<file path="src/rtl/cseq_pkg.sv">
package cseq_pkg;
  parameter int NUM_CH = 8;
  localparam int CH_W = $clog2(NUM_CH);
  localparam int LEN_W = CH_W + 1;

  typedef enum logic [1:0] {S_IDLE, S_ARM, S_ISSUE, S_CONV} seqState_t;

  // strobes from control to datapath
  typedef struct packed {
    logic            clearAll;
    logic            wrRes;
    logic [CH_W-1:0] slot;
  } seqStrobe_t;
endpackage

</file>
<file path="src/rtl/cseq_ctrl.sv">
module cseq_ctrl
  import cseq_pkg::*;
(
  input  logic             clk,
  input  logic             rstN,
  input  logic             cfgWr,
  input  logic [LEN_W-1:0] cfgLen,
  input  logic [CH_W-1:0]  cfgStartCh,
  input  logic             cfgMulti,
  input  logic             cfgScan,
  input  logic             cfgFifo,
  input  logic             trigEn,
  input  logic             trigLevel,
  input  logic             trigPolHigh,
  input  logic             extTrig,
  input  logic             statusRd,
  input  logic             convDone,
  output logic             convStart,
  output logic [CH_W-1:0]  convCh,
  output logic [CH_W-1:0]  convCount,
  output logic             seqDone,
  output logic             trigOverrun,
  output seqStrobe_t       strb
);
  seqState_t       st;
  logic [CH_W-1:0] pos, fifoPtr, lenM1, startCh;
  logic            multi, scan, fifo, tEn, tLvl, tPol;
  logic            extPrev, trigActive, trigRise, go, busy, lastConv;
  logic [CH_W-1:0] slot;

  assign trigActive = tPol ? extTrig : ~extTrig;
  assign trigRise   = tPol ? (extTrig & ~extPrev) : (~extTrig & extPrev);
  assign go         = tLvl ? trigActive : trigRise;
  assign busy       = (st == S_ISSUE) || (st == S_CONV);
  assign lastConv   = (pos == lenM1);
  assign slot       = fifo ? fifoPtr : pos;

  assign convStart = (st == S_ISSUE);
  assign convCh    = multi ? startCh + pos : startCh;
  assign convCount = slot;

  assign strb.clearAll = cfgWr;
  assign strb.wrRes    = (st == S_CONV) && convDone && !cfgWr;
  assign strb.slot     = slot;

  always_ff @(posedge clk or negedge rstN) begin
    if (!rstN) begin
      st          <= S_IDLE;
      pos         <= '0;
      fifoPtr     <= '0;
      lenM1       <= '0;
      startCh     <= '0;
      multi       <= 1'b0;
      scan        <= 1'b0;
      fifo        <= 1'b0;
      tEn         <= 1'b0;
      tLvl        <= 1'b0;
      tPol        <= 1'b0;
      extPrev     <= 1'b0;
      seqDone     <= 1'b0;
      trigOverrun <= 1'b0;
    end else begin
      extPrev <= extTrig;
      if (cfgWr) begin
        if (cfgLen == '0 || cfgLen > LEN_W'(NUM_CH)) lenM1 <= CH_W'(NUM_CH - 1);
        else                                         lenM1 <= CH_W'(cfgLen - 1'b1);
        startCh     <= cfgStartCh;
        multi       <= cfgMulti;
        scan        <= cfgScan;
        fifo        <= cfgFifo;
        tEn         <= trigEn;
        tLvl        <= trigLevel;
        tPol        <= trigPolHigh;
        pos         <= '0;
        fifoPtr     <= '0;
        seqDone     <= 1'b0;
        trigOverrun <= 1'b0;
        st          <= trigEn ? S_ARM : S_ISSUE;
      end else begin
        if (statusRd) seqDone <= 1'b0;
        if (tEn && trigRise && busy) trigOverrun <= 1'b1;
        case (st)
          S_ARM:   if (go) st <= S_ISSUE;
          S_ISSUE: st <= S_CONV;
          S_CONV: begin
            if (convDone) begin
              fifoPtr <= (fifoPtr == CH_W'(NUM_CH - 1)) ? '0 : fifoPtr + 1'b1;
              if (lastConv) begin
                pos     <= '0;
                seqDone <= 1'b1;
                if (scan) st <= tEn ? S_ARM : S_ISSUE;
                else      st <= S_IDLE;
              end else begin
                pos <= pos + 1'b1;
                st  <= S_ISSUE;
              end
            end
          end
          default: st <= S_IDLE;
        endcase
      end
    end
  end
endmodule

</file>
<file path="src/rtl/cseq_data.sv">
module cseq_data
  import cseq_pkg::*;
#(
  parameter int RES_W = 10
) (
  input  logic             clk,
  input  logic             rstN,
  input  seqStrobe_t       strb,
  input  logic [RES_W-1:0] wrData,
  input  logic             cfgFastClr,
  input  logic             statusRd,
  input  logic             rdEn,
  input  logic [CH_W-1:0]  rdSel,
  output logic [RES_W-1:0] rdData,
  output logic [NUM_CH-1:0] doneFlags,
  output logic             overrun
);
  logic [NUM_CH-1:0][RES_W-1:0] results;
  logic [NUM_CH-1:0] armed, rdHit, wrMask;

  always_comb begin
    for (int k = 0; k < NUM_CH; k++) begin
      rdHit[k] = rdEn && (rdSel == CH_W'(k)) && (cfgFastClr || armed[k]);
    end
    wrMask = strb.wrRes ? (NUM_CH'(1) << strb.slot) : '0;
  end

  assign rdData = results[rdSel];

  always_ff @(posedge clk or negedge rstN) begin
    if (!rstN) begin
      results   <= '0;
      doneFlags <= '0;
      armed     <= '0;
      overrun   <= 1'b0;
    end else if (strb.clearAll) begin
      doneFlags <= '0;
      armed     <= '0;
      overrun   <= 1'b0;
    end else begin
      doneFlags <= (doneFlags & ~rdHit) | wrMask;
      armed     <= (statusRd ? doneFlags : armed) & ~rdHit & ~wrMask;
      if (strb.wrRes) begin
        results[strb.slot] <= wrData;
        if (doneFlags[strb.slot] && !rdHit[strb.slot]) overrun <= 1'b1;
      end
    end
  end
endmodule

</file>
<file path="src/rtl/conv_sequencer.sv">
module conv_sequencer
  import cseq_pkg::*;
#(
  parameter int RES_W = 10
) (
  input  logic              clk,
  input  logic              rstN,
  input  logic              cfgWr,
  input  logic [LEN_W-1:0]  cfgLen,
  input  logic [CH_W-1:0]   cfgStartCh,
  input  logic              cfgMulti,
  input  logic              cfgScan,
  input  logic              cfgFifo,
  input  logic              cfgIrqEn,
  input  logic              cfgFastClr,
  input  logic              trigEn,
  input  logic              trigLevel,
  input  logic              trigPolHigh,
  input  logic              extTrig,
  output logic              convStart,
  output logic [CH_W-1:0]   convCh,
  input  logic              convDone,
  input  logic [RES_W-1:0]  convData,
  input  logic              statusRd,
  input  logic              rdEn,
  input  logic [CH_W-1:0]   rdSel,
  output logic [RES_W-1:0]  rdData,
  output logic [NUM_CH-1:0] doneFlags,
  output logic [CH_W-1:0]   convCount,
  output logic              seqDone,
  output logic              irq,
  output logic              overrun,
  output logic              trigOverrun
);
  seqStrobe_t strb;

  cseq_ctrl u_ctrl (
    .clk(clk), .rstN(rstN), .cfgWr(cfgWr), .cfgLen(cfgLen),
    .cfgStartCh(cfgStartCh), .cfgMulti(cfgMulti), .cfgScan(cfgScan),
    .cfgFifo(cfgFifo), .trigEn(trigEn), .trigLevel(trigLevel),
    .trigPolHigh(trigPolHigh), .extTrig(extTrig), .statusRd(statusRd),
    .convDone(convDone), .convStart(convStart), .convCh(convCh),
    .convCount(convCount), .seqDone(seqDone), .trigOverrun(trigOverrun),
    .strb(strb)
  );

  cseq_data #(.RES_W(RES_W)) u_data (
    .clk(clk), .rstN(rstN), .strb(strb), .wrData(convData),
    .cfgFastClr(cfgFastClr), .statusRd(statusRd), .rdEn(rdEn),
    .rdSel(rdSel), .rdData(rdData), .doneFlags(doneFlags), .overrun(overrun)
  );

  assign irq = seqDone & cfgIrqEn;
endmodule

</file>
<file path="config.mk">
export PLATFORM = sky130hd
export DESIGN_NAME = conv_sequencer
export DESIGN_NICKNAME = d
export VERILOG_FILES = /design/src/rtl/cseq_pkg.sv /design/src/rtl/cseq_ctrl.sv /design/src/rtl/cseq_data.sv /design/src/rtl/conv_sequencer.sv
export SDC_FILE = /design/constraint.sdc
export NUM_CORES = 1
export LEC_CHECK = 0
export ABC_AREA = 0
export ABC_CLOCK_PERIOD_IN_PS = 2000
export BUFFER_PORTS_ARGS = -buffer_cell sky130_fd_sc_hd__buf_2
export CORE_ASPECT_RATIO = 0.6
export CORE_UTILIZATION = 53
export CTS_CLUSTER_DIAMETER = 50
export CTS_CLUSTER_SIZE = 25
export DETAILED_ROUTE_END_ITERATION = 7
export HOLD_SLACK_MARGIN = 0.05
export PLACE_DENSITY_LB_ADDON = 0.15
export SLEW_MARGIN = 0
export SYNTH_ARGS = -nofsm -noshare
export SYNTH_HDL_FRONTEND = slang
export SYNTH_SLANG_ARGS = --single-unit
</file>
<file path="constraint.sdc">
create_clock -name clk -period 2 [get_ports clk]
set_input_delay 0.4 -clock clk [delete_from_list [all_inputs] [get_ports clk]]
set_output_delay 0.4 -clock clk [all_outputs]
set_load 0.005 [all_outputs]
</file>
==> results.md, run 1 <==
- Status: finished with violations
- Failing checks: DRC, setup timing
- Layout Nets: 598
- TritonCTS Buffers: 17
- Max VDD drop: 0.700 mV
- Final Hold Vio Count: 0
- Critical path destination: convCh[2]
- Worst Setup End Kind: output port
- Ratio of cells with drive above 1 in the final layout: 0.504
- Pint: 5.13 mW
- Mapped cell area: 5970 um2
- Final worst slack: -0.187 ns
- Sequential share of power: 0.406
- Most used DFF post-synth: dfrtp_1
- Pwr per Cell Area: 874 nW/um2
- Synth Instances: 448
- Avg Vias per Cell: 5.80
- DR iter-0 viols: 281
- Clock Skews: 0.0108 ns
- Htree depth: 4
- Total chip power: 6.72 mW
- Post-synthesis sequential area ratio: 0.503
- Die H: 84.2 um
- Clk root buf: clkbuf_16
- Antenna violations before repair: 0
- Maximum net fanout on the critical path: 2
- Reg2reg path depth: 6
- Clk sinks: 120
- Worst Path Required: 1.60 ns
- Die Area: 11700 um2
- Largest delay share family, worst path: adder cells
- Leak: 3.69 nW
- Detail Route Antenna Nets: 0
- Die width: 139 um
- Critical Path Stages: 7
- TNS Setup: -0.852 ns
- Comb pwr share: 0.114
- Area grow syn2layout: 28.6%
- Crit-path max cell delay: 0.37 ns
- CP Data Arrival Time: 1.79 ns
- Synth unique cells: 48
- Sw Pwr: 1.59 mW
- Mean routed wirelength per cell: 20.3 um
- Core Footprint: 10800 um2
- Tcrit/Tclk final: 1.09
- Port buffer count: 63
- I/O Pins: 64
- N_diodes: 0
- Site row count: 29
- CTS tree: done
- Hold path depth: 1
- Inst Count DP: 662
- Total track usage: 0.267
- Max-capacitance violation count: 0
- Clock Latency Late Sink: 0.40 ns
- Post-synthesis register bit count: 120
- Cell Chain, Critical Path: ha_1, inv_1, fa_2, xnor2_2, nand2_1, xnor2_1, buf_2
- CP Launch Type: flip-flop
- Clock share of power: 0.480
- Total nets after synthesis: 489
- Worst-case clock buffer depth: 2
- Drt total wl: 14.4 mm
- Hold Slack: 0.148 ns
- Fraction of registers with async set/reset: 1.00
- Flop-to-flop setup slack: -0.01 ns
- Final GP Congestion: 0.864
- CP Buf/Inv Count: 2
- Post-route insts no fill: 709
- Switching Fraction: 0.236
- EDFF count, synth: 0
- Clock slew at reported path FFs: 0.06 ns
- Via count: 4113
- RSZ-0062 raised after global routing: true
- Fmax achieved: 457 MHz
- DRC Markers: 2
- Pin count of the biggest net entering global routing: 71
- DRT Pass-1 Iters: 8
- HPWL after DPL: 9.53 mm
- FF-to-FF End: u_data.results[64]
- CP Class: flip-flop to output port
- Final setup viols: 14
- Hold Path Class: input pin to flip-flop
- Syn avg cell area: 13.3 um2
- CP max-delay cell: dfrtp_1
- First-pass GRT wire length: 23.5 mm
- Reg-to-reg startpoint: u_ctrl.fifo
- Min Tclk post-route: 2.19 ns
- YS warnings: 0
- Starting Density: 0.554
- Crit path launch: u_ctrl.pos[0]
- GRT overflow: 0
- Worst-Margin Slew: 0.603 ns
- Vias in the first global route: 4223
- Slew Limit Fails: 0
- Slew headroom: 0.594
==> power by group through the flow <==
stage | logic, mW | registers [mW] | clock network (mW)
finish | 0.768 | 2.73 | 3.22
CTS | 0.759 | 2.72 | 3.28
detailed placement | 0.700 | 2.76 | 0
global route | 0.841 | 2.75 | 3.40
floorplan | 0.452 | 2.71 | 0
global placement | 0.677 | 2.75 | 0
==> logic make-up (layout without fill, tap and decap cells) <==
| family | after synthesis | count (layout) | share of synthesized area |
|---|---|---|---|
| mux | 134 | 134 | 0.299 |
| flops | 120 | 120 | 0.503 |
| simple gates | 97 | 97 | 0.0888 |
| compound gates | 45 | 45 | 0.0494 |
| buf+inv | 40 | 162 | 0.0377 |
| fa+ha+maj | 6 | 6 | 0.0138 |
| xor+xnor | 6 | 6 | 0.00880 |
==> how the worst min path moves through the flow <==
stage / to / slack, ns / from
after global placement: u_ctrl.startCh[2] / 0.26 / rstN
after global routing: u_ctrl.extPrev / 0.14 / extTrig
final: u_ctrl.extPrev / 0.15 / extTrig
after floorplan: u_ctrl.extPrev / 0.10 / rstN
after detailed placement: u_ctrl.startCh[2] / 0.26 / rstN
after CTS: u_ctrl.extPrev / 0.13 / extTrig
==> what timing repair did <==
| action | 4_1_cts | 5_1_grt |
|---|---|---|
| setup buffers | 5 | 6 |
| hold buffers | 1 | 0 |
| gates resized for setup | 23 | 14 |
| pin swaps | 1 | 4 |
| setup endpoints to repair | 34 | 44 |
| cloned | 1 | 2 |
| endpoints found under the hold margin | 9 | 0 |
==> layout by cell type, fill, tap and decap left out, types with 3 or more instances in the layout <==
cell type   count
buf_2          53
clkinvlp_4      4
a31oi_1         4
or3_1           3
inv_6           4
mux2_4         29
a21oi_1        19
nor2b_1         5
xnor2_1         5
ha_1            5
dfrtp_1       119
buf_12         11
nand3_1         3
mux2i_1        12
clkbuf_16      19
mux2_2         70
nor3_1          9
nor4_1         11
buf_4          38
bufinv_16       4
nor2_1         27
inv_1          12
nand2b_1        9
nand2_1        14
o21ai_0         6
mux4_2         20
buf_6          11
clkinv_2        3
==> synthesized netlist by cell type, types with 9 or more instances <==
library cell  instances  share of area
mux4_2               20          0.075
nor2_1               27          0.017
mux2_4               17          0.043
nand2_1              15         0.0094
a21oi_1              19          0.016
nor4_1               11          0.012
inv_1                12         0.0075
mux2_2               82           0.15
mux2i_1              14          0.023
nor3_1               10         0.0084
dfrtp_1             120           0.50
clkbuf_1             11         0.0069
nand2b_1              9         0.0094
==> through the flow <==
| step | worst slack, ns | utilization | area [um2] |
|---|---|---|---|
| 2_1_floorplan | 0.00658 | - | 5980 |
| 6_report | -0.187 | 0.713 | 7680 |
| 5_1_grt | -0.352 | 0.713 | 7680 |
| 3_5_place_dp | -0.0764 | 0.624 | 6720 |
| 3_3_place_gp | -0.0546 | 0.624 | 6720 |
| 4_1_cts | -0.222 | 0.699 | 7530 |
==> worst reg2reg max path, cell delays in order (launching register included) <==
cell,delay [ns]
dfrtp_2,0.49
mux2i_4,0.35
buf_6,0.15
inv_6,0.04
nor4_4,0.31
clkbuf_16,0.25
mux2_4,0.30
==> flip-flops by register name, indices dropped and copies added, names as in the netlist <==
signal / flops
u_ctrl.tLvl: 1
u_data.doneFlags: 8
u_ctrl.fifoPtr: 3
u_ctrl.multi: 1
u_ctrl.lenM1: 3
u_ctrl.tPol: 1
u_ctrl.extPrev: 1
u_ctrl.startCh: 3
u_ctrl.fifo: 1
u_ctrl.tEn: 1
u_ctrl.seqDone: 1
u_data.overrun: 1
u_data.armed: 8
u_ctrl.trigOverrun: 1
u_data.results: 80
u_ctrl.st: 2
u_ctrl.pos: 3
u_ctrl.scan: 1
==> layout make-up <==
type                            count  area (um2)
Clock buffer                       17         425
Sequential cell                   120        3000
Clock inverter                     15         200
Fill cell                         720        3090
Tap cell                          139         174
Multi-Input combinational cell    288        2840
Inverter                           13        53.8
Timing Repair Buffer              117         982
==> metal layers <==
metal | GRT usage | wire length (um)
met3 | 0.0610 | 684
met1 | 0.413 | 7380
met4 | 0.0758 | 111
met2 | 0.374 | 6210
met5 | 0 | 0
(Power assumes the default switching activity.)
==> inputs of run 2 (changes only) <==
--- a/config.mk
+++ b/config.mk
@@ -18,4 +18,5 @@
 export SLEW_MARGIN = 0
 export SYNTH_ARGS = -nofsm -noshare
 export SYNTH_HDL_FRONTEND = slang
+export SYNTH_HIERARCHICAL = 1
 export SYNTH_SLANG_ARGS = --single-unit
==> results.md, run 2 <==
- Yosys top cell area share: 0.512 (+0.00955)
- CP Buf/Inv Count: 1 (-1)
- Htree depth: 4 (unchanged)
- CP Class: flip-flop to output port
- Worst Setup End Kind: output port
- Most frequent cells after synthesis: 120 x dfrtp_1, 102 x mux2_2, 25 x nor2_1, 22 x mux4_2, 15 x nand2_1
- YS warnings: 6 (+6)
- Vias in the first global route: 4086 (-3.2%)
- CP max-delay cell: dfrtp_1
- Mean routed wirelength per cell: 19.6 um (-3.3%)
- Status: finished with violations
- Setup WS pre-CTS: -0.140 ns (-0.0632 ns)
- Clk root buf: clkbuf_16
- Synth area leaders: dfrtp_1 51%, mux2_2 20%, mux4_2 8.5%
- Total nets after synthesis: 480 (-1.8%)
- Worst-Margin Slew: 0.553 ns (-0.0503 ns)
- Max FFs per register: 80 (unchanged)
- Max VDD drop: 0.624 mV (-11%)
- Clock slew at reported path FFs: 0.05 ns (about the same)
- N_diodes: 0 (unchanged)
- Critical path destination: convCh[2]
- Post-Place Cell Area: 6620 um2 (-1.5%)
- Critical Path Stages: 6 (-1)
- Ratio of cells with drive above 1 in the final layout: 0.504 (about the same)
- Clock share of power: 0.444 (-0.036)
- FF-to-FF End: u_data/results[63]
- Final setup viols: 12 (-2)
- Most frequent cells in the layout: 119 x dfrtp_1, 93 x mux2_2, 53 x buf_2
- Hold Slack: 0.154 ns (+0.00581 ns)
- Antenna violations before repair: 0 (unchanged)
- Starting Density: 0.549 (-0.00478)
- Final Instance Area: 7360 um2 (-4.2%)
- Clk sinks: 120 (unchanged)
- Hold Path Class: input pin to flip-flop
- Flop-to-flop setup slack: 0.06 ns (+0.07 ns)
- Crit path launch: u_ctrl/startCh[0]
- Tcrit/Tclk final: 1.11 (+0.0163)
- Worst Path Required: 1.60 ns (about the same)
- Post-synthesis sequential area ratio: 0.512 (+0.00955)
- Leak: 3.62 nW (-2.0%)
- Slew headroom: 0.630 (+0.0355)
- CP Data Arrival Time: 1.82 ns (+0.03 ns)
- EDFF count, synth: 0 (unchanged)
- CP Launch Type: flip-flop
- Maximum net fanout on the critical path: 2 (unchanged)
- Mapped cell area: 5860 um2 (-1.9%)
- Largest area contributor in the netlist: dfrtp_1
- Clock Skews: 0.0102 ns (-0.000649 ns)
- Max-capacitance violation count: 0 (unchanged)
- Largest regs: u_data/results: 80 flops, u_data/armed: 8 flops, u_data/doneFlags: 8 flops
- Syn avg cell area: 13.3 um2 (+0.15%)
- Post-route insts no fill: 697 (-1.7%)
- Layout Nets: 587 (-1.8%)
- Largest delay share family, worst path: adder cells
- Drt total wl: 13.7 mm (-5.0%)
- DR iter-0 viols: 302 (+7.5%)
- Most frequent cell after synthesis: dfrtp_1
- Post-synthesis register bit count: 120 (unchanged)
- Via count: 4071 (-1.0%)
- Synth Instances: 439 (-2.0%)
- Port buffer count: 63 (unchanged)
- Final Util: 0.690 (-0.0230)
- Final GP Congestion: 0.851 (-1.6%)
- Final Hold Vio Count: 0 (unchanged)
- Total track usage: 0.265 (-0.00159)
- Fraction of registers with async set/reset: 1.00 (unchanged)
- DRC Markers: 0 (-2)
- Cell Chain, Critical Path: ha_2, fa_2, xor2_1, nand2_1, xnor2_1, buf_2
- Pwr per Cell Area: 907 nW/um2 (+3.8%)
- Most used DFF post-synth: dfrtp_1
- Slew Limit Fails: 0 (unchanged)
- Core Footprint: 10700 um2 (-1.0%)
- Reg-to-reg startpoint: u_ctrl/pos[0]
- Inst Count DP: 660 (-0.30%)
- Site row count: 29 (unchanged)
- RSZ-0062 raised after global routing: true
- Area grow syn2layout: 25.6%
- I/O Pins: 64 (unchanged)
- Sequential share of power: 0.420 (+0.014)
- Min Tclk post-route: 2.22 ns (+0.0326 ns)
- HPWL after DPL: 9.27 mm (-2.8%)
- Pint: 5.10 mW (-0.64%)
- Fmax achieved: 450 MHz (-1.5%)
- Sw Pwr: 1.58 mW (-0.38%)
- Most flops, register: u_data/results
- First-pass GRT wire length: 22.6 mm (-4.0%)
- Switching Fraction: 0.237 (+0.000461)
- Final worst slack: -0.220 ns (-0.0326 ns)
- Die Area: 11500 um2 (-1.8%)
- TritonCTS Buffers: 17 (unchanged)
- Synth unique cells: 46 (-4.2%)
- Comb pwr share: 0.136 (+0.022)
- Pin count of the biggest net entering global routing: 40 (-44%)
- Commonest non-fill, non-tap cell in the layout: dfrtp_1
- Crit-path max cell delay: 0.38 ns (about the same)
- Failing checks: setup timing
- Die width: 138 um (-0.92%)
- Avg Vias per Cell: 5.84 (+0.68%)
- Die H: 83.5 um (-0.91%)
- Worst-case clock buffer depth: 2 (unchanged)
- GRT overflow: 0 (unchanged)
- DRT Pass-1 Iters: 5 (-3)
- Reg2reg path depth: 7 (+1)
- Fillers: 791 (+9.9%)
- Clock Latency Late Sink: 0.40 ns (about the same)
- CTS tree: done
- Detail Route Antenna Nets: 0 (unchanged)
==> run 2: worst min path at each step <==
stage	startpoint	to	slack, ns	cells after the start
after floorplan	rstN	u_ctrl/extPrev	0.10	0
after global placement	rstN	u_data/doneFlags[6]	0.41	1
after detailed placement	rstN	u_data/doneFlags[6]	0.42	1
after CTS	extTrig	u_ctrl/extPrev	0.14	1
after global routing	extTrig	u_ctrl/extPrev	0.14	1
final	extTrig	u_ctrl/extPrev	0.15	1
==> run 2: metal layers <==
metal | track usage | vias to the layer above | wire length, um
li1 | - | 1835 | -
met1 | 0.413 | 2086 | 6660
met2 | 0.373 | 138 | 6030
met3 | 0.0650 | 12 | 855
met4 | 0.0623 | 0 | 122
met5 | 0 | - | 0
==> run 2: metrics by stage <==
step / setup TNS, ns / power [mW]
after floorplan: 0 / 3.32
after global placement: -2.34 / 3.64
after detailed placement: -2.99 / 3.67
after CTS: -1.14 / 6.70
after global routing: -1.51 / 6.96
final: -0.994 / 6.68
==> run 2: layout make-up <==
class | count | area [um2] | share of cell area
multi-input combinational | 280 | 2720 | 0.369
sequential | 120 | 3000 | 0.408
tap | 139 | 174 | 0.0236
timing repair buffer | 116 | 850 | 0.115
clock inverter | 8 | 96.3 | 0.0131
inverter | 11 | 41.3 | 0.00561
clock buffer | 23 | 478 | 0.0649
==> run 2: kinds of logic after synthesis <==
group / synth area share
fa+ha+maj: 0.0141
flops: 0.512
mux: 0.292
compound gates: 0.0568
xor+xnor: 0.0105
buf+inv: 0.0350
simple gates: 0.0788
==> run 2: power groups by stage <==
stage / clock (mW) / sequential [mW] / combinational [mW]
after floorplan: 0 / 2.79 / 0.539
after global placement: 0 / 2.83 / 0.810
after detailed placement: 0 / 2.83 / 0.841
after global routing: 3.14 / 2.82 / 0.995
after CTS: 3.02 / 2.80 / 0.887
final: 2.96 / 2.80 / 0.911
==> run 2: what timing repair did <==
item	CTS	global route
gates resized for setup	14	14
hold endpoints to repair	31	0
pin swaps	3	2
endpoints found under the setup margin	38	40
gates cloned	0	0
hold buffers	1	0
buffers inserted	5	0
==> inputs of run 3 (changes only) <==
--- a/config.mk
+++ b/config.mk
@@ -9,7 +9,7 @@
 export ABC_CLOCK_PERIOD_IN_PS = 2000
 export BUFFER_PORTS_ARGS = -buffer_cell sky130_fd_sc_hd__buf_2
 export CORE_ASPECT_RATIO = 0.6
-export CORE_UTILIZATION = 53
+export CORE_UTILIZATION = 50
 export CTS_CLUSTER_DIAMETER = 50
 export CTS_CLUSTER_SIZE = 25
 export DETAILED_ROUTE_END_ITERATION = 7
==> results.md, run 3 (same netlist as run 2, synthesis figures left out) <==
- Via count: 4079 (+0.20%)
- Die width: 142 um (+2.9%)
- Avg Vias per Cell: 5.64 (-3.4%)
- Most flops, register: u_data/results
- CP Data Arrival Time: 1.80 ns (-0.02 ns)
- HPWL after DPL: 9.33 mm (+0.58%)
- Drt total wl: 14.1 mm (+2.9%)
- Final GP Congestion: 0.824 (-3.1%)
- Clk sinks: 120 (unchanged)
- Status: finished with violations
- Die Area: 12200 um2 (+5.9%)
- Hold path depth: 1 (unchanged)
- Fmax achieved: 455 MHz (+1.1%)
- Min Tclk post-route: 2.20 ns (-0.0238 ns)
- Mean routed wirelength per cell: 19.5 um (-0.78%)
- Most frequent cells in the layout: 119 x dfrtp_1, 93 x mux2_2, 52 x buf_2
- Vias in the first global route: 4220 (+3.3%)
- DR iter-0 viols: 159 (-47%)
- Largest regs: u_data/results: 80 flops, u_data/armed: 8 flops, u_data/doneFlags: 8 flops
- CP Class: flip-flop to output port
- Max FFs per register: 80 (unchanged)
- I/O Pins: 64 (unchanged)
- Leak: 3.67 nW (+1.4%)
- Worst Path Required: 1.60 ns (about the same)
- Layout Nets: 591 (+0.68%)
- CP Launch Type: flip-flop
- Port buffer count: 63 (unchanged)
- Worst-Margin Slew: 0.528 ns (-0.0243 ns)
- Pwr per Cell Area: 912 nW/um2 (+0.54%)
- CTS tree: done
- Crit-path max cell delay: 0.38 ns (about the same)
- Core Footprint: 11400 um2 (+6.6%)
- Slew headroom: 0.648 (+0.0179)
- TritonCTS Buffers: 17 (unchanged)
- Post-route insts no fill: 723 (+3.7%)
- Clock slew at reported path FFs: 0.06 ns (about the same)
- TNS Setup: -0.997 ns (-0.00304 ns)
- Pin count of the biggest net entering global routing: 38 (-5.0%)
- Worst Setup End Kind: output port
- DRC Markers: 0 (unchanged)
- Tcrit/Tclk final: 1.10 (-0.0119)
- Final Hold Vio Count: 0 (unchanged)
- Reg2reg path depth: 7 (unchanged)
- Total track usage: 0.258 (-0.00691)
- Clk root buf: clkbuf_16
- Maximum net fanout on the critical path: 2 (unchanged)
- Commonest non-fill, non-tap cell in the layout: dfrtp_1
- Clock Skews: 0.00644 ns (-0.00371 ns)
- Clock Latency Late Sink: 0.41 ns (about the same)
- Site row count: 30 (+3.4%)
- Inst Count DP: 684 (+3.6%)
- N_diodes: 0 (unchanged)
- Die H: 85.9 um (+2.9%)
- Max-capacitance violation count: 0 (unchanged)
- Worst-case clock buffer depth: 2 (unchanged)
- DRT Pass-1 Iters: 4 (-1)
- CP max-delay cell: dfrtp_1
- Final worst slack: -0.196 ns (+0.0238 ns)
- Detail Route Antenna Nets: 0 (unchanged)
- First-pass GRT wire length: 23.2 mm (+2.7%)
- Max VDD drop: 0.634 mV (+1.6%)
- Failing checks: setup timing
- Area grow syn2layout: 28.1%
- Starting Density: 0.515 (-0.0341)
- Htree depth: 4 (unchanged)
- Ratio of cells with drive above 1 in the final layout: 0.510 (+0.00618)
- Cell Chain, Critical Path: ha_2, fa_2, xor2_1, nand2_1, xnor2_1, buf_2
- GRT overflow: 0 (unchanged)
- Hold Path Class: input pin to flip-flop
- Slew Limit Fails: 0 (unchanged)
- RSZ-0062 raised after global routing: true
- Final setup viols: 12 (unchanged)
- Antenna violations before repair: 0 (unchanged)
-- run 3: changes by cell type in the layout (fill, tap and decap cells not counted), moves of 2 or more --
cell / delta
clkbuf_8: -2
clkinv_2: -2
clkbuf_1: -3
buf_12: +4
clkinvlp_4: +3
clkinv_4: +2
inv_6: +2
-- run 3: what timing repair did --
action,4_1_cts,5_1_grt
endpoints found under the hold margin,32,0
setup endpoints to repair,13,50
buffers inserted,3,3
hold buffers,1,0
gates cloned,0,0
gates resized for setup,15,12
-- run 3: metal layers --
layer | routed length (um) | up-vias | track usage
li1 | - | 1842 | -
met1 | 7060 | 2116 | 0.384
met2 | 6120 | 109 | 0.373
met3 | 711 | 12 | 0.0581
met4 | 172 | 0 | 0.0929
met5 | 0 | - | 0
-- run 3: metrics by stage --
stage	instance area [um2]	hold WS, ns	utilization	setup WS [ns]	power [mW]
2_1_floorplan	5860	0.104	-	0.0105	3.32
3_3_place_gp	6720	0.403	0.591	-0.0841	3.65
3_5_place_dp	6720	0.402	0.591	-0.0931	3.68
4_1_cts	7430	0.138	0.654	-0.220	6.89
5_1_grt	7510	0.140	0.660	-0.279	7.12
6_report	7510	0.152	0.660	-0.196	6.85
-- run 3: layout make-up --
class,instances,area [um2]
multi-input combinational,280,2720
clock inverter,14,174
timing repair buffer,120,932
clock buffer,18,439
tap,160,200
inverter,11,41.3
sequential,120,3000
fill,850,3870
-- run 3: power breakdown --
group | switching [mW] | total, mW | internal, mW | leakage (nW)
clock network | 1.14 | 3.13 | 2.00 | 0.289
logic | 0.395 | 0.919 | 0.524 | 1.77
registers | 0.136 | 2.79 | 2.66 | 1.61
-- run 3: path summary, 6_finish.rpt --
| kind | slack [ns] | startpoint | end |
|---|---|---|---|
| hold / removal | 0.15 | extTrig | u_ctrl/extPrev |
| min in group asynchronous | 0.50 | rstN | u_data/armed[4] |
| max in group asynchronous | 0.89 | rstN | u_data/results[28] |
| setup / recovery | -0.20 | u_ctrl/pos[0] | convCh[2] |
| hold reg to reg | 0.49 | u_ctrl/trigOverrun | u_ctrl/trigOverrun |
| setup reg to reg | 0.04 | u_ctrl/pos[0] | u_data/overrun |
-- run 3: critical path: cells and delay by family, from the launching register on --
| kind | cells | cell delay [ns] |
|---|---|---|
| buffers and inverters | 1 | 0.12 |
| DFF | 1 | 0.38 |
| adders and majority gates | 2 | 0.52 |
| xor gates and xnor gates | 2 | 0.27 |
| and+or+nand+nor | 1 | 0.09 |
